===== config.mk =====
export PLATFORM = sky130hd
export DESIGN_NAME = hms_clock12
export DESIGN_NICKNAME = d
export VERILOG_FILES = /design/src/rtl/hms_pkg.sv /design/src/rtl/hms_bcd_digit.sv /design/src/rtl/hms_ctrl.sv /design/src/rtl/hms_datapath.sv /design/src/rtl/hms_clock12.sv
export SDC_FILE = /design/constraint.sdc
export NUM_CORES = 1
export LEC_CHECK = 0
export ABC_CLOCK_PERIOD_IN_PS = 2050
export BUFFER_PORTS_ARGS = -buffer_cell sky130_fd_sc_hd__buf_2
export CELL_PAD_IN_SITES_DETAIL_PLACEMENT = 1
export CELL_PAD_IN_SITES_GLOBAL_PLACEMENT = 1
export CORE_UTILIZATION = 39
export CTS_BUF_LIST = sky130_fd_sc_hd__clkbuf_16
export DETAILED_ROUTE_END_ITERATION = 8
export PLACE_DENSITY_LB_ADDON = 0.1
export SYNTH_ARGS = -nofsm -noshare
export SYNTH_HDL_FRONTEND = slang
export SYNTH_SLANG_ARGS = --single-unit

===== constraint.sdc =====
create_clock -name clk -period 2.05 [get_ports clk]
set_clock_uncertainty 0.05 [all_clocks]
set_input_delay 0.1025 -clock clk [delete_from_list [all_inputs] [get_ports clk]]
set_output_delay 0.1025 -clock clk [all_outputs]
set_load 0.02 [all_outputs]

===== src/rtl/hms_pkg.sv =====
package hms_pkg;
  localparam int DIGIT_W = 4;
  localparam int UNITS_LAST = 9;      // decade digit terminal count
  localparam int TENS_LAST = 5;       // modulus-6 digit terminal count
  localparam int HOUR_TOP_TENS = 1;   // 12 o'clock, tens
  localparam int HOUR_TOP_UNITS = 2;  // 12 o'clock, units
  localparam int HOUR_FIRST = 1;      // value after the top hour

  typedef logic [DIGIT_W-1:0] bcd_t;

  // advance strobes from control to datapath
  typedef struct packed {
    logic secUnits;
    logic secTens;
    logic minUnits;
    logic minTens;
    logic hours;
  } adv_t;
endpackage


===== src/rtl/hms_bcd_digit.sv =====
module hms_bcd_digit
  import hms_pkg::*;
#(
  parameter int LAST = 9
) (
  input  logic clk,
  input  logic rst,
  input  logic adv,
  output bcd_t value
);
  localparam bcd_t LAST_V = bcd_t'(LAST);

  always_ff @(posedge clk) begin
    if (rst) begin
      value <= '0;
    end else if (adv) begin
      if (value == LAST_V) value <= '0;
      else                 value <= value + bcd_t'(1);
    end
  end
endmodule


===== src/rtl/hms_ctrl.sv =====
module hms_ctrl
  import hms_pkg::*;
(
  input  logic             secTick,
  input  bcd_t [3:0]       msDigits,  // 0 secU, 1 secT, 2 minU, 3 minT
  output adv_t             adv
);
  localparam bcd_t U_LAST = bcd_t'(UNITS_LAST);
  localparam bcd_t T_LAST = bcd_t'(TENS_LAST);

  logic [4:0] chain;

  always_comb begin
    chain[0] = secTick;
    chain[1] = chain[0] & (msDigits[0] == U_LAST);
    chain[2] = chain[1] & (msDigits[1] == T_LAST);
    chain[3] = chain[2] & (msDigits[2] == U_LAST);
    chain[4] = chain[3] & (msDigits[3] == T_LAST);
    adv.secUnits = chain[0];
    adv.secTens  = chain[1];
    adv.minUnits = chain[2];
    adv.minTens  = chain[3];
    adv.hours    = chain[4];
  end
endmodule


===== src/rtl/hms_datapath.sv =====
module hms_datapath
  import hms_pkg::*;
(
  input  logic       clk,
  input  logic       rst,
  input  adv_t       adv,
  output bcd_t [3:0] msDigits,
  output bcd_t       hourTens,
  output bcd_t       hourUnits
);
  localparam bcd_t TOP_T = bcd_t'(HOUR_TOP_TENS);
  localparam bcd_t TOP_U = bcd_t'(HOUR_TOP_UNITS);
  localparam bcd_t FIRST = bcd_t'(HOUR_FIRST);
  localparam bcd_t U_LAST = bcd_t'(UNITS_LAST);

  logic [3:0] advVec;
  assign advVec = {adv.minTens, adv.minUnits, adv.secTens, adv.secUnits};

  for (genvar i = 0; i < 4; i++) begin : g_ms
    localparam int LAST_I = (i % 2 == 0) ? UNITS_LAST : TENS_LAST;
    hms_bcd_digit #(.LAST(LAST_I)) u_digit (
      .clk  (clk),
      .rst  (rst),
      .adv  (advVec[i]),
      .value(msDigits[i])
    );
  end

  always_ff @(posedge clk) begin
    if (rst) begin
      hourTens  <= TOP_T;
      hourUnits <= TOP_U;
    end else if (adv.hours) begin
      if (hourTens == TOP_T && hourUnits == TOP_U) begin
        hourTens  <= '0;
        hourUnits <= FIRST;
      end else if (hourUnits == U_LAST) begin
        hourTens  <= hourTens + bcd_t'(1);
        hourUnits <= '0;
      end else begin
        hourUnits <= hourUnits + bcd_t'(1);
      end
    end
  end
endmodule


===== src/rtl/hms_clock12.sv =====
module hms_clock12
  import hms_pkg::*;
(
  input  logic       clk,
  input  logic       rst,
  input  logic       secTick,
  output logic [3:0] hourTens,
  output logic [3:0] hourUnits,
  output logic [3:0] minTens,
  output logic [3:0] minUnits,
  output logic [3:0] secTens,
  output logic [3:0] secUnits
);
  adv_t       adv;
  bcd_t [3:0] msDigits;
  bcd_t       hT, hU;

  hms_ctrl u_ctrl (
    .secTick (secTick),
    .msDigits(msDigits),
    .adv     (adv)
  );

  hms_datapath u_dp (
    .clk      (clk),
    .rst      (rst),
    .adv      (adv),
    .msDigits (msDigits),
    .hourTens (hT),
    .hourUnits(hU)
  );

  assign secUnits  = msDigits[0];
  assign secTens   = msDigits[1];
  assign minUnits  = msDigits[2];
  assign minTens   = msDigits[3];
  assign hourTens  = hT;
  assign hourUnits = hU;
endmodule


# ---- After elaboration in Yosys (flattened, before gate mapping)
# Cells that the tools add are included.
dict set report classes {
  bitwise 4
  n_eq_ne 7
  n_mux 8
  n_addsub 6
  n_reduce_logical 3
}
# op n
set op_table {}
lappend op_table {{$mux W4} 8}
lappend op_table {{$add A4 B1 Y4 const B} 6}
lappend op_table {{$eq A4 B4 Y1 const B} 3}
lappend op_table {{$eq A4 B3 Y1 const B} 2}
lappend op_table {{$and A1 B1 Y1} 4}
lappend op_table {{$eq A4 B1 Y1 const B} 1}
lappend op_table {{$eq A4 B2 Y1 const B} 1}
lappend op_table {{$reduce_and A2 Y1} 1}
lappend op_table {{$reduce_bool A2 Y1} 1}
lappend op_table {{$logic_and A1 B1 Y1} 1}
dict set report word_totals {
  input_bits 3
  output_inout_bits 24
  wordCells 34
  register_bits 24
}

# ---- Longest topological paths before layout
# Gate-level depths: netlist of run 1.
dict set report logic_depth {
  ltp_word 6
  mapped_depth 5
}

# ---- By module
# From an unflattened synthesis of run 1, not the netlist that was laid out.
dict set report unflattened {
  cells_unflattened 131
  area_unflattened_um2 1251.2
}
# module n_inst cells_per_inst area_each_um2 seq_area_each_um2
set by_module_without_submodules {}
lappend by_module_without_submodules {hms_datapath 1 49 431.7 160.2}
lappend by_module_without_submodules {{hms_bcd_digit (u_dp.g_ms[0].u_digit ...)} 2 18 178.9 80.1}
lappend by_module_without_submodules {{hms_bcd_digit (u_dp.g_ms[1].u_digit ...)} 2 18 167.7 80.1}
lappend by_module_without_submodules {hms_ctrl 1 10 126.4 0.0}

# ---- Worst setup path before layout of run 1
# No wires, ideal clock.
dict set report synth_timing {
  kind {flip-flop to flip-flop}
  start {register u_dp.g_ms[0].u_digit.value[0]}
  end {register u_dp.hourUnits[2]}
  stages_incl_launch_ff 6
  required_time_ns 1.929
  setup_slack_ns 0.306
  arrival_time_ns 1.623
  synth_period_minus_slack_ns 1.744
  setup_time_ns 0.071
  path_cell_list {dfxtp_1 and4b_1 buf_4 nand4_4 or4_1 a21oi_1}
}
dict set report synth_between {
  elab_chain_len 5
}
# element line
set synth_rtl {}
lappend synth_rtl {{start: declaration} hms_bcd_digit.sv:9} ;# output bcd_t value
lappend synth_rtl {{start signal: assignment} hms_bcd_digit.sv:18} ;# else value <= value + bcd_t'(1);
lappend synth_rtl {{$eq A4 B4 Y1} hms_ctrl.sv:15} ;# chain[1] = chain[0] & (msDigits[0] == U_LAST);
lappend synth_rtl {{$and A1 B1 Y1} hms_ctrl.sv:15}
lappend synth_rtl {{$and A1 B1 Y1} hms_ctrl.sv:16} ;# chain[2] = chain[1] & (msDigits[1] == T_LAST);
lappend synth_rtl {{$and A1 B1 Y1} hms_ctrl.sv:17} ;# chain[3] = chain[2] & (msDigits[2] == U_LAST);
lappend synth_rtl {{$and A1 B1 Y1} hms_ctrl.sv:18} ;# chain[4] = chain[3] & (msDigits[3] == T_LAST);
lappend synth_rtl {{end signal: assignment} hms_datapath.sv:41} ;# hourUnits <= hourUnits + bcd_t'(1);
lappend synth_rtl {{end: declaration} hms_datapath.sv:9} ;# output bcd_t hourUnits
# Every way passes these cells.
# A chain may end at the register's enable or synchronous reset.

# ---- Worst setup path after layout of run 1
dict set report layout_timing {
  start {register u_dp.g_ms[0].u_digit.value[3]}
  end {register u_dp.hourUnits[3]}
}
# Same word-level chain as after synthesis.

==> results_dict.tcl, run 1 <==
set metrics [dict create \
    outcome "finished clean" \
    avgRoutedWirePerCell_um 13.41 \
    whs_ps 110.3 \
    critPathCaptureType "register" \
    critical_path_class "register to register" \
    arrival_ps 1970 \
    drc 0 \
    p_leak_uw 0.0005652 \
    drt-vias-per-instance 5.365 \
    wirelength_um 2829 \
    worstHoldEndpoint "u_dp.g_ms[0].u_digit.value[0]$_SDFFE_PP0P_" \
    post-cts-setup-buffer-count 0 \
    portBuffers 26 \
    path_cells "and4b_1 > nand4_2 > or4_1 > a31oi_1" \
    syn_to_final_growth_pct 18.52 \
    cp_slowest_cell "or4_1" \
    grt_max_degree 29 \
    cts_resized 0 \
    core_area_sq_um 3053 \
    vdd_drop_max_v 0.0002462 \
    die_x_um 58.93 \
    clock-root-buffer "clkbuf_16" \
    synth_seq_cells 24 \
    cp-start-kind "register" \
    synth.avg_cell_area_sq_um 8.837 \
    cts_sinks 24 \
    min-delay-start "secTick" \
    ys.flop_type "dfxtp_1" \
    cts_tree "yes" \
    antenna_cells 0 \
    timing.rr.end "u_dp.hourUnits[3]$_SDFFE_PP0P_" \
    critPathMaxFanout 6 \
    max_freq_ghz 0.5447 \
    rsz0062_at_grt "no" \
    regToRegStartpoint "u_dp.g_ms[0].u_digit.value[3]$_SDFFE_PP0P_" \
    postPlaceCellArea_sq_um 1419 \
    grt_antenna_before_repair 0 \
    io_pins 27 \
    yosysSeqAreaShare_pct 38.02 \
    numCtsBuffers 3 \
    slew_headroom_pct 66.27 \
    place.gp.congestion 0.7520 \
    dr.pass1.iters 3 \
    hp-class "primary input to register" \
    die_h_um 58.93 \
    period_share_pct 89.56 \
    syn_inst 143 \
    num_rows 20 \
    fin_nets 173 \
    final_util_pct 49.06 \
    grt_pass1_vias 1079 \
    grt_overflow 0 \
    seq_area_sq_um 480.5 \
    h-tree-depth 1 \
    fp.dieArea_sq_um 3472 \
    crit_required_ps 2180 \
    fillers 388 \
    synthArstFlopShare_pct 0 \
    holdBufCountCts 0 \
    clock_latency_ps 260 \
    layout-drive-gt1-share_pct 23.95 \
    setup_violations 0 \
    antenna_left 0 \
    ff2ff_setup_slack_ps 210 \
    dp_hpwl_um 2015 \
    power_density_nw_per_um2 624.8 \
    holdPathStages 3 \
    hold_viol 0 \
    stdcell_area_sq_um 1498 \
    clock_path_buffers 2 \
    multi_input_area_sq_um 734.5 \
    r2r_cells 4 \
    worst_pin_slew_ps 506.0 \
    synth_area_sq_um 1264 \
    synth_cell_types 45 \
    min_period_ps 1836 \
    grt_pass1_wl_um 4885 \
    finalMaxSlewViolations 0 \
    synth-warning-count 0 \
    drt_iter0_drc 38 \
    final.setup.tns_ps 0 \
    grtUsageTotal_pct 18.35 \
    clk_pin_slew_ps 60 \
    critPathMaxStageDelay_ps 510 \
    syn_nets 148 \
    start_util_pct 41.39 \
    drv_cap 0 \
    vias 1132 \
    synth_edf_count 0 \
]
[critical path: cells and delay by family, from the launching register on]
family	cells	cell delay [ps]
flip-flops	1	410
AO/OA/AOI/OAI	1	180
AND/OR/NAND/NOR	3	1110
[registers in the layout, summed over array words and instances (netlist names)]
| name | count |
|---|---|
| u_dp.hourTens | 4 |
| u_dp.hourUnits | 4 |
| u_dp.g_ms.u_digit.value | 16 |
[through the flow]
stage / total power (uW) / cells / worst slack (ps)
finish: 935.7 / 211 / 214.0
global route: 971.5 / 211 / 95.05
CTS: 950.1 / 211 / 198.1
detailed placement: 519.5 / 207 / 216.9
global placement: 517.8 / 207 / 297.7
floorplan: 509.0 / 143 / 306.2
[cell usage in the layout (no fill, tap or decap), drive strengths merged, types with 4 or more instances in the layout]
master and count:
a21oi 12, buf 27, dfxtp 24, nand2 5, nand2b 5, nand3 6, nand4 5, nor2 13
nor2b 8, nor3 4, o21ai 8, or3 5
[metal layers]
layer / GRT usage, % / share of wire (%)
met5: 0 / 0
met3: 2.637 / 2.2
met2: 31.01 / 46
met1: 23.13 / 50
met4: 8.163 / 1.4
[cell families (layout without fill, tap and decap cells)]
logic type | after synthesis | in the layout | share of synthesized area (%)
AOI/OAI and AO/OA | 31 | 31 | 14.85
xor gates and xnor gates | 5 | 5 | 3.466
adders and majority gates | 2 | 2 | 1.980
buffers and inverters | 10 | 34 | 3.862
DFF | 24 | 24 | 38.02
muxes | 2 | 2 | 1.782
and+or+nand+nor | 69 | 69 | 36.04
[layout make-up]
class	instances	area share, %
Multi-Input combinational cell	109	49.04
Sequential cell	24	32.08
Timing Repair Buffer	27	9.190
Clock buffer	3	5.013
Tap cell	44	3.676
Inverter	3	0.7519
Clock inverter	1	0.2506
[where the power goes]
| part | switching [uW] | internal (uW) |
|---|---|---|
| clock | 166 | 261 |
| sequential | 6.66 | 470 |
| combinational | 21.0 | 10.8 |
| total | 194 | 742 |
[synthesized netlist by cell type, drive strengths merged (2+ instances only)]
| cell type | count | area [sq um] |
|---|---|---|
| a311oi | 2 | 17.52 |
| and4bb | 3 | 45.04 |
| a31oi | 3 | 18.77 |
| ha | 2 | 25.02 |
| xor2 | 3 | 26.28 |
| or3 | 5 | 31.28 |
| nor3 | 4 | 20.02 |
| o21ai | 8 | 40.04 |
| nand4b | 2 | 17.52 |
| or4 | 2 | 15.01 |
| nand4 | 5 | 52.55 |
| buf | 2 | 18.77 |
| nand3 | 6 | 35.03 |
| mux2 | 2 | 22.52 |
| nor2b | 8 | 50.05 |
| nand2b | 5 | 31.28 |
| inv | 3 | 11.26 |
| nor2 | 13 | 48.80 |
| clkbuf | 5 | 18.77 |
| dfxtp | 24 | 480.5 |
| a21oi | 12 | 60.06 |
| nand2 | 5 | 18.77 |
| xnor2 | 2 | 17.52 |
[worst max path at each step]
stage	start	endpoint	slack (ps)	cells after the start
floorplan	u_dp.g_ms[0].u_digit.value[0]$_SDFFE_PP0P_	u_dp.hourUnits[2]$_SDFFE_PP0P_	310	5
global placement	u_dp.g_ms[0].u_digit.value[0]$_SDFFE_PP0P_	u_dp.hourUnits[2]$_SDFFE_PP0P_	300	4
detailed placement	u_dp.g_ms[0].u_digit.value[0]$_SDFFE_PP0P_	u_dp.hourUnits[2]$_SDFFE_PP0P_	220	4
CTS	u_dp.g_ms[0].u_digit.value[0]$_SDFFE_PP0P_	u_dp.hourUnits[3]$_SDFFE_PP0P_	200	4
global route	u_dp.g_ms[0].u_digit.value[0]$_SDFFE_PP0P_	u_dp.hourUnits[2]$_SDFFE_PP0P_	100	4
finish	u_dp.g_ms[0].u_digit.value[3]$_SDFFE_PP0P_	u_dp.hourUnits[3]$_SDFFE_PP0P_	210	4
Note: power is estimated with default switching activity, not from simulation.
==> inputs of run 2 (changes only) <==
--- a/config.mk
+++ b/config.mk
@@ -13,6 +13,7 @@
 export CTS_BUF_LIST = sky130_fd_sc_hd__clkbuf_16
 export DETAILED_ROUTE_END_ITERATION = 8
 export PLACE_DENSITY_LB_ADDON = 0.1
+export RECOVER_POWER = 50
 export SYNTH_ARGS = -nofsm -noshare
 export SYNTH_HDL_FRONTEND = slang
 export SYNTH_SLANG_ARGS = --single-unit
==> results_dict.tcl, run 2 (same netlist as run 1, synthesis figures left out) <==
set metrics [dict create \
    die_h_um 58.93 \
    place.gp.congestion 0.7520 \
    intPower_uw 741.0 \
    grt_antenna_before_repair 0 \
    p_total_uw 935.1 \
    hold_viol 0 \
    p_clk_share_pct 45.7 \
    grt_overflow 0 \
    crit_required_ps 2180 \
    drt-vias-per-instance 5.403 \
    final.setup.tns_ps 0 \
    cts_sinks 24 \
    power_density_nw_per_um2 636.0 \
    core_area_sq_um 3053 \
    num_rows 20 \
    wirelength_um 2836 \
    numCtsBuffers 3 \
    fp.dieArea_sq_um 3472 \
    dp_hpwl_um 2015 \
    final_common_cell "dfxtp_1" \
    whs_ps 109.8 \
    fin_nets 173 \
    clock_path_buffers 2 \
    drc 0 \
    hp-class "primary input to register" \
    largest_reg_flops 16 \
    post-cts-setup-buffer-count 0 \
    die_x_um 58.93 \
    antenna_left 0 \
    top_register "u_dp.g_ms.u_digit.value" \
    min_period_ps 1839 \
    finalMaxSlewViolations 0 \
    holdBufCountCts 0 \
    arrival_ps 1970 \
    most-common-layout-cells "dfxtp_1 (24), clkbuf_1 (22), nor2_1 (13)" \
    p_leak_uw 0.0004755 \
    drv_cap 0 \
    path_cells "and4b_1 > nand4_2 > or4_1 > a31oi_1" \
    start_util_pct 41.39 \
    syn_to_final_growth_pct 16.34 \
    top_regs "u_dp.g_ms.u_digit.value (16), u_dp.hourTens (4), u_dp.hourUnits (4)" \
    clk_pin_slew_ps 60 \
    io_pins 27 \
    period_share_pct 89.72 \
    antenna_cells 0 \
    outcome "finished clean" \
    cp_slowest_cell "or4_1" \
    grtUsageTotal_pct 18.35 \
    slew_headroom_pct 66.30 \
    p_sw_uw 194.0 \
    portBuffers 26 \
    grt_max_degree 29 \
    vdd_drop_max_v 0.0002463 \
    cts_resized 0 \
    clock_latency_ps 260 \
    h-tree-depth 1 \
    clock-root-buffer "clkbuf_16" \
    critPathCaptureType "register" \
    avgRoutedWirePerCell_um 13.44 \
    cp-start-kind "register" \
    pwr-share-comb_pct 3.3 \
    cts_tree "yes" \
    critPathMaxFanout 6 \
    dr.pass1.iters 4 \
    critical_path_class "register to register" \
    layout-drive-gt1-share_pct 10.78 \
    drt_iter0_drc 44 \
    max_freq_ghz 0.5437 \
    grt_pass1_wl_um 4885 \
    power.share.sequential_pct 51.0 \
    power_switching_share_pct 20.75 \
    vias 1140 \
    rsz0062_at_grt "no" \
    critPathMaxStageDelay_ps 510 \
    grt_pass1_vias 1079 \
    setup_violations 0 \
    fillers 394 \
    worst_pin_slew_ps 505.5 \
]
run 2: cell types whose count changed in the layout (fill, tap and decap cells not counted):
cell / previous run / this run
buf_2: 26 / 4
clkbuf_1: 0 / 22
run 2: area by class of cell:
class | count | area [sq um] | share of cell area, %
multi-input cells | 109 | 734.5 | 49.96
flip-flops and latches | 24 | 480.5 | 32.68
repair buffers | 27 | 110.1 | 7.489
clock buffers | 3 | 75.07 | 5.106
well taps | 44 | 55.05 | 3.745
inverters | 3 | 11.26 | 0.7660
clock inverters | 1 | 3.754 | 0.2553
run 2: metrics by stage:
| step | cells | util, % | setup WS, ps | cell area, sq um |
|---|---|---|---|---|
| 6_report | 211 | 48.16 | 210.7 | 1470 |
| 5_1_grt | 211 | 48.16 | 92.38 | 1470 |
| 4_1_cts | 211 | 49.06 | 198.1 | 1498 |
| 3_5_place_dp | 207 | 46.48 | 216.9 | 1419 |
| 3_3_place_gp | 207 | 46.48 | 297.7 | 1419 |
| 2_1_floorplan | 143 | - | 306.2 | 1264 |
run 2: final timing paths:
kind / start / end / slack (ps) / cells past startpoint
worst max-delay path: u_dp.g_ms[0].u_digit.value[3]$_SDFFE_PP0P_ / u_dp.hourUnits[3]$_SDFFE_PP0P_ / 210 / 4
worst min-delay path: secTick / u_dp.g_ms[0].u_digit.value[0]$_SDFFE_PP0P_ / 110 / 3
worst max register to register: u_dp.g_ms[0].u_digit.value[3]$_SDFFE_PP0P_ / u_dp.hourUnits[3]$_SDFFE_PP0P_ / 210 / 4
worst min register to register: u_dp.g_ms[3].u_digit.value[0]$_SDFFE_PP0P_ / u_dp.g_ms[3].u_digit.value[0]$_SDFFE_PP0P_ / 460 / 2
run 2: power groups by stage:
stage	Combinational, uW	Sequential [uW]	Clock [uW]
after floorplan	20.0	489	0
after global placement	31.3	487	0
after detailed placement	32.2	487	0
after CTS	32.6	477	441
after global routing	34.7	478	458
final	31.1	477	427
run 2: critical path: cells and delay by family, from the launching register on:
family	cells	cell delay, ps
compound gates	1	180
flops	1	420
simple gates	3	1110
run 2: routing by layer:
metal / global-route usage [%] / vias up / wire length, um
met2: 31.01 / 16 / 1316
li1: - / 577 / -
met5: 0 / - / 0
met4: 8.163 / 0 / 39
met3: 2.637 / 4 / 60
met1: 23.13 / 543 / 1420
==> inputs of run 3 (changes only) <==
--- a/config.mk
+++ b/config.mk
@@ -5,13 +5,13 @@
 export SDC_FILE = /design/constraint.sdc
 export NUM_CORES = 1
 export LEC_CHECK = 0
-export ABC_CLOCK_PERIOD_IN_PS = 2050
 export BUFFER_PORTS_ARGS = -buffer_cell sky130_fd_sc_hd__buf_2
 export CELL_PAD_IN_SITES_DETAIL_PLACEMENT = 1
 export CELL_PAD_IN_SITES_GLOBAL_PLACEMENT = 1
 export CORE_UTILIZATION = 39
 export CTS_BUF_LIST = sky130_fd_sc_hd__clkbuf_16
 export DETAILED_ROUTE_END_ITERATION = 8
+export HOLD_SLACK_MARGIN = 0.12
 export PLACE_DENSITY_LB_ADDON = 0.1
 export RECOVER_POWER = 50
 export SYNTH_ARGS = -nofsm -noshare
==> results_dict.tcl, run 3 (same netlist as run 1, synthesis figures left out) <==
set metrics [dict create \
    clock_path_buffers 2 \
    grt_pass1_vias 1093 \
    top_regs "u_dp.g_ms.u_digit.value (16), u_dp.hourTens (4), u_dp.hourUnits (4)" \
    clock_latency_ps 260 \
    grt_antenna_before_repair 0 \
    dr.pass1.iters 4 \
    min_period_ps 1924 \
    max_freq_ghz 0.5197 \
    finalMaxSlewViolations 0 \
    h-tree-depth 1 \
    whs_ps 242.9 \
    clk_pin_slew_ps 60 \
    cts_resized 0 \
    path_cells "dlygate4sd3_1 > buf_2 > and4b_1 > nand4_2 > or4_1 > a31oi_1" \
    dp_hpwl_um 2015 \
    cts_tree "yes" \
    clock-root-buffer "clkbuf_16" \
    grtUsageTotal_pct 18.31 \
    cp_slowest_cell "dlygate4sd3_1" \
    grt_overflow 0 \
    core_area_sq_um 3053 \
    vias 1146 \
    grt_max_degree 29 \
    drt_iter0_drc 46 \
    num_rows 20 \
    final.setup.tns_ps 0 \
    drt-vias-per-instance 5.406 \
    numCtsBuffers 3 \
    critPathMaxStageDelay_ps 520 \
    syn_to_final_growth_pct 17.13 \
    critPathCaptureType "register" \
    crit_family "simple AND/OR/NAND/NOR gates" \
    drc 0 \
    largest_reg_flops 16 \
    crit_required_ps 2180 \
    start_util_pct 41.39 \
    critPathMaxFanout 6 \
    arrival_ps 2060 \
    crit_buf_inv 2 \
    hold_viol 0 \
    final_common_cell "dfxtp_1" \
    die_h_um 58.93 \
    antenna_left 0 \
    grt_pass1_wl_um 4899 \
    antenna_cells 0 \
    slew_headroom_pct 66.31 \
    p_leak_uw 0.0004797 \
    portBuffers 26 \
    fp.dieArea_sq_um 3472 \
    vdd_drop_max_v 0.0002463 \
    io_pins 27 \
    cts_sinks 24 \
    crit_start "secTick" \
    fin_nets 174 \
    setup_violations 0 \
    period_share_pct 93.86 \
    power_density_nw_per_um2 632.7 \
    p_total_uw 936.5 \
    outcome "finished clean" \
    place.gp.congestion 0.7520 \
    wirelength_um 2858 \
    layout-drive-gt1-share_pct 10.71 \
    avgRoutedWirePerCell_um 13.48 \
    worst_pin_slew_ps 505.3 \
    drv_cap 0 \
    regToRegStartpoint "u_dp.g_ms[0].u_digit.value[3]$_SDFFE_PP0P_" \
    rsz0062_at_grt "no" \
    cp-start-kind "primary input" \
    critical_path_class "primary input to register" \
    top_register "u_dp.g_ms.u_digit.value" \
    die_x_um 58.93 \
    most-common-layout-cells "dfxtp_1 (24), clkbuf_1 (22), nor2_1 (13)" \
    min-delay-start "rst" \
    hp-class "primary input to register" \
]
run 3: cell count changes in the layout (fill, tap and decap cells not counted):
cell,delta
dlygate4sd3_1,+1
run 3: final cells by class:
class	count	area, sq um
clock buffer	3	75.07
clock inverter	1	3.754
fill	394	1573
inverter	3	11.26
multi-input combinational	109	734.5
sequential	24	480.5
tap	44	55.05
timing repair buffer	28	120.1
run 3: per-stage QoR:
stage | utilization, % | area, sq um | std cells | worst slack (ps)
detailed placement | 46.48 | 1419 | 207 | 216.9
finish | 48.48 | 1480 | 212 | 125.9
global placement | 46.48 | 1419 | 207 | 297.7
global route | 48.48 | 1480 | 212 | 22.40
CTS | 49.39 | 1508 | 212 | 125.7
floorplan | - | 1264 | 143 | 306.2
run 3: per-layer routing:
metal / vias to the layer above / GRT usage [%] / share of wire, %
met5: - / 0 / 0
met4: 0 / 8.163 / 1.4
met3: 4 / 1.978 / 2.0
met2: 16 / 31.33 / 46
met1: 547 / 23.13 / 50
li1: 579 / - / -
run 3: worst paths after layout:
check / to / cells past startpoint / slack [ps]
min reg2reg: u_dp.g_ms[3].u_digit.value[0]$_SDFFE_PP0P_ / 2 / 460
max reg2reg: u_dp.hourUnits[3]$_SDFFE_PP0P_ / 4 / 210
min: u_dp.g_ms[2].u_digit.value[2]$_SDFFE_PP0N_ / 2 / 240
max: u_dp.hourUnits[3]$_SDFFE_PP0P_ / 6 / 130
run 3: report_power, final:
group / internal (uW) / leakage (uW) / switching [uW]
sequential: 470 / 0.000194 / 6.84
clock: 261 / 0.0000385 / 166
combinational: 11.4 / 0.000247 / 21.2
total: 742 / 0.000480 / 194
run 3: timing repair:
action | in CTS | in global routing
endpoints found under the hold margin | 1 | 0
setup buffers | 0 | 0
hold buffers | 1 | 0
run 3: worst register-to-register path: stages (launching register included):
cell and delay (ps):
dfxtp_1 420, and4b_1 400, nand4_2 210, or4_1 510, a31oi_1 180
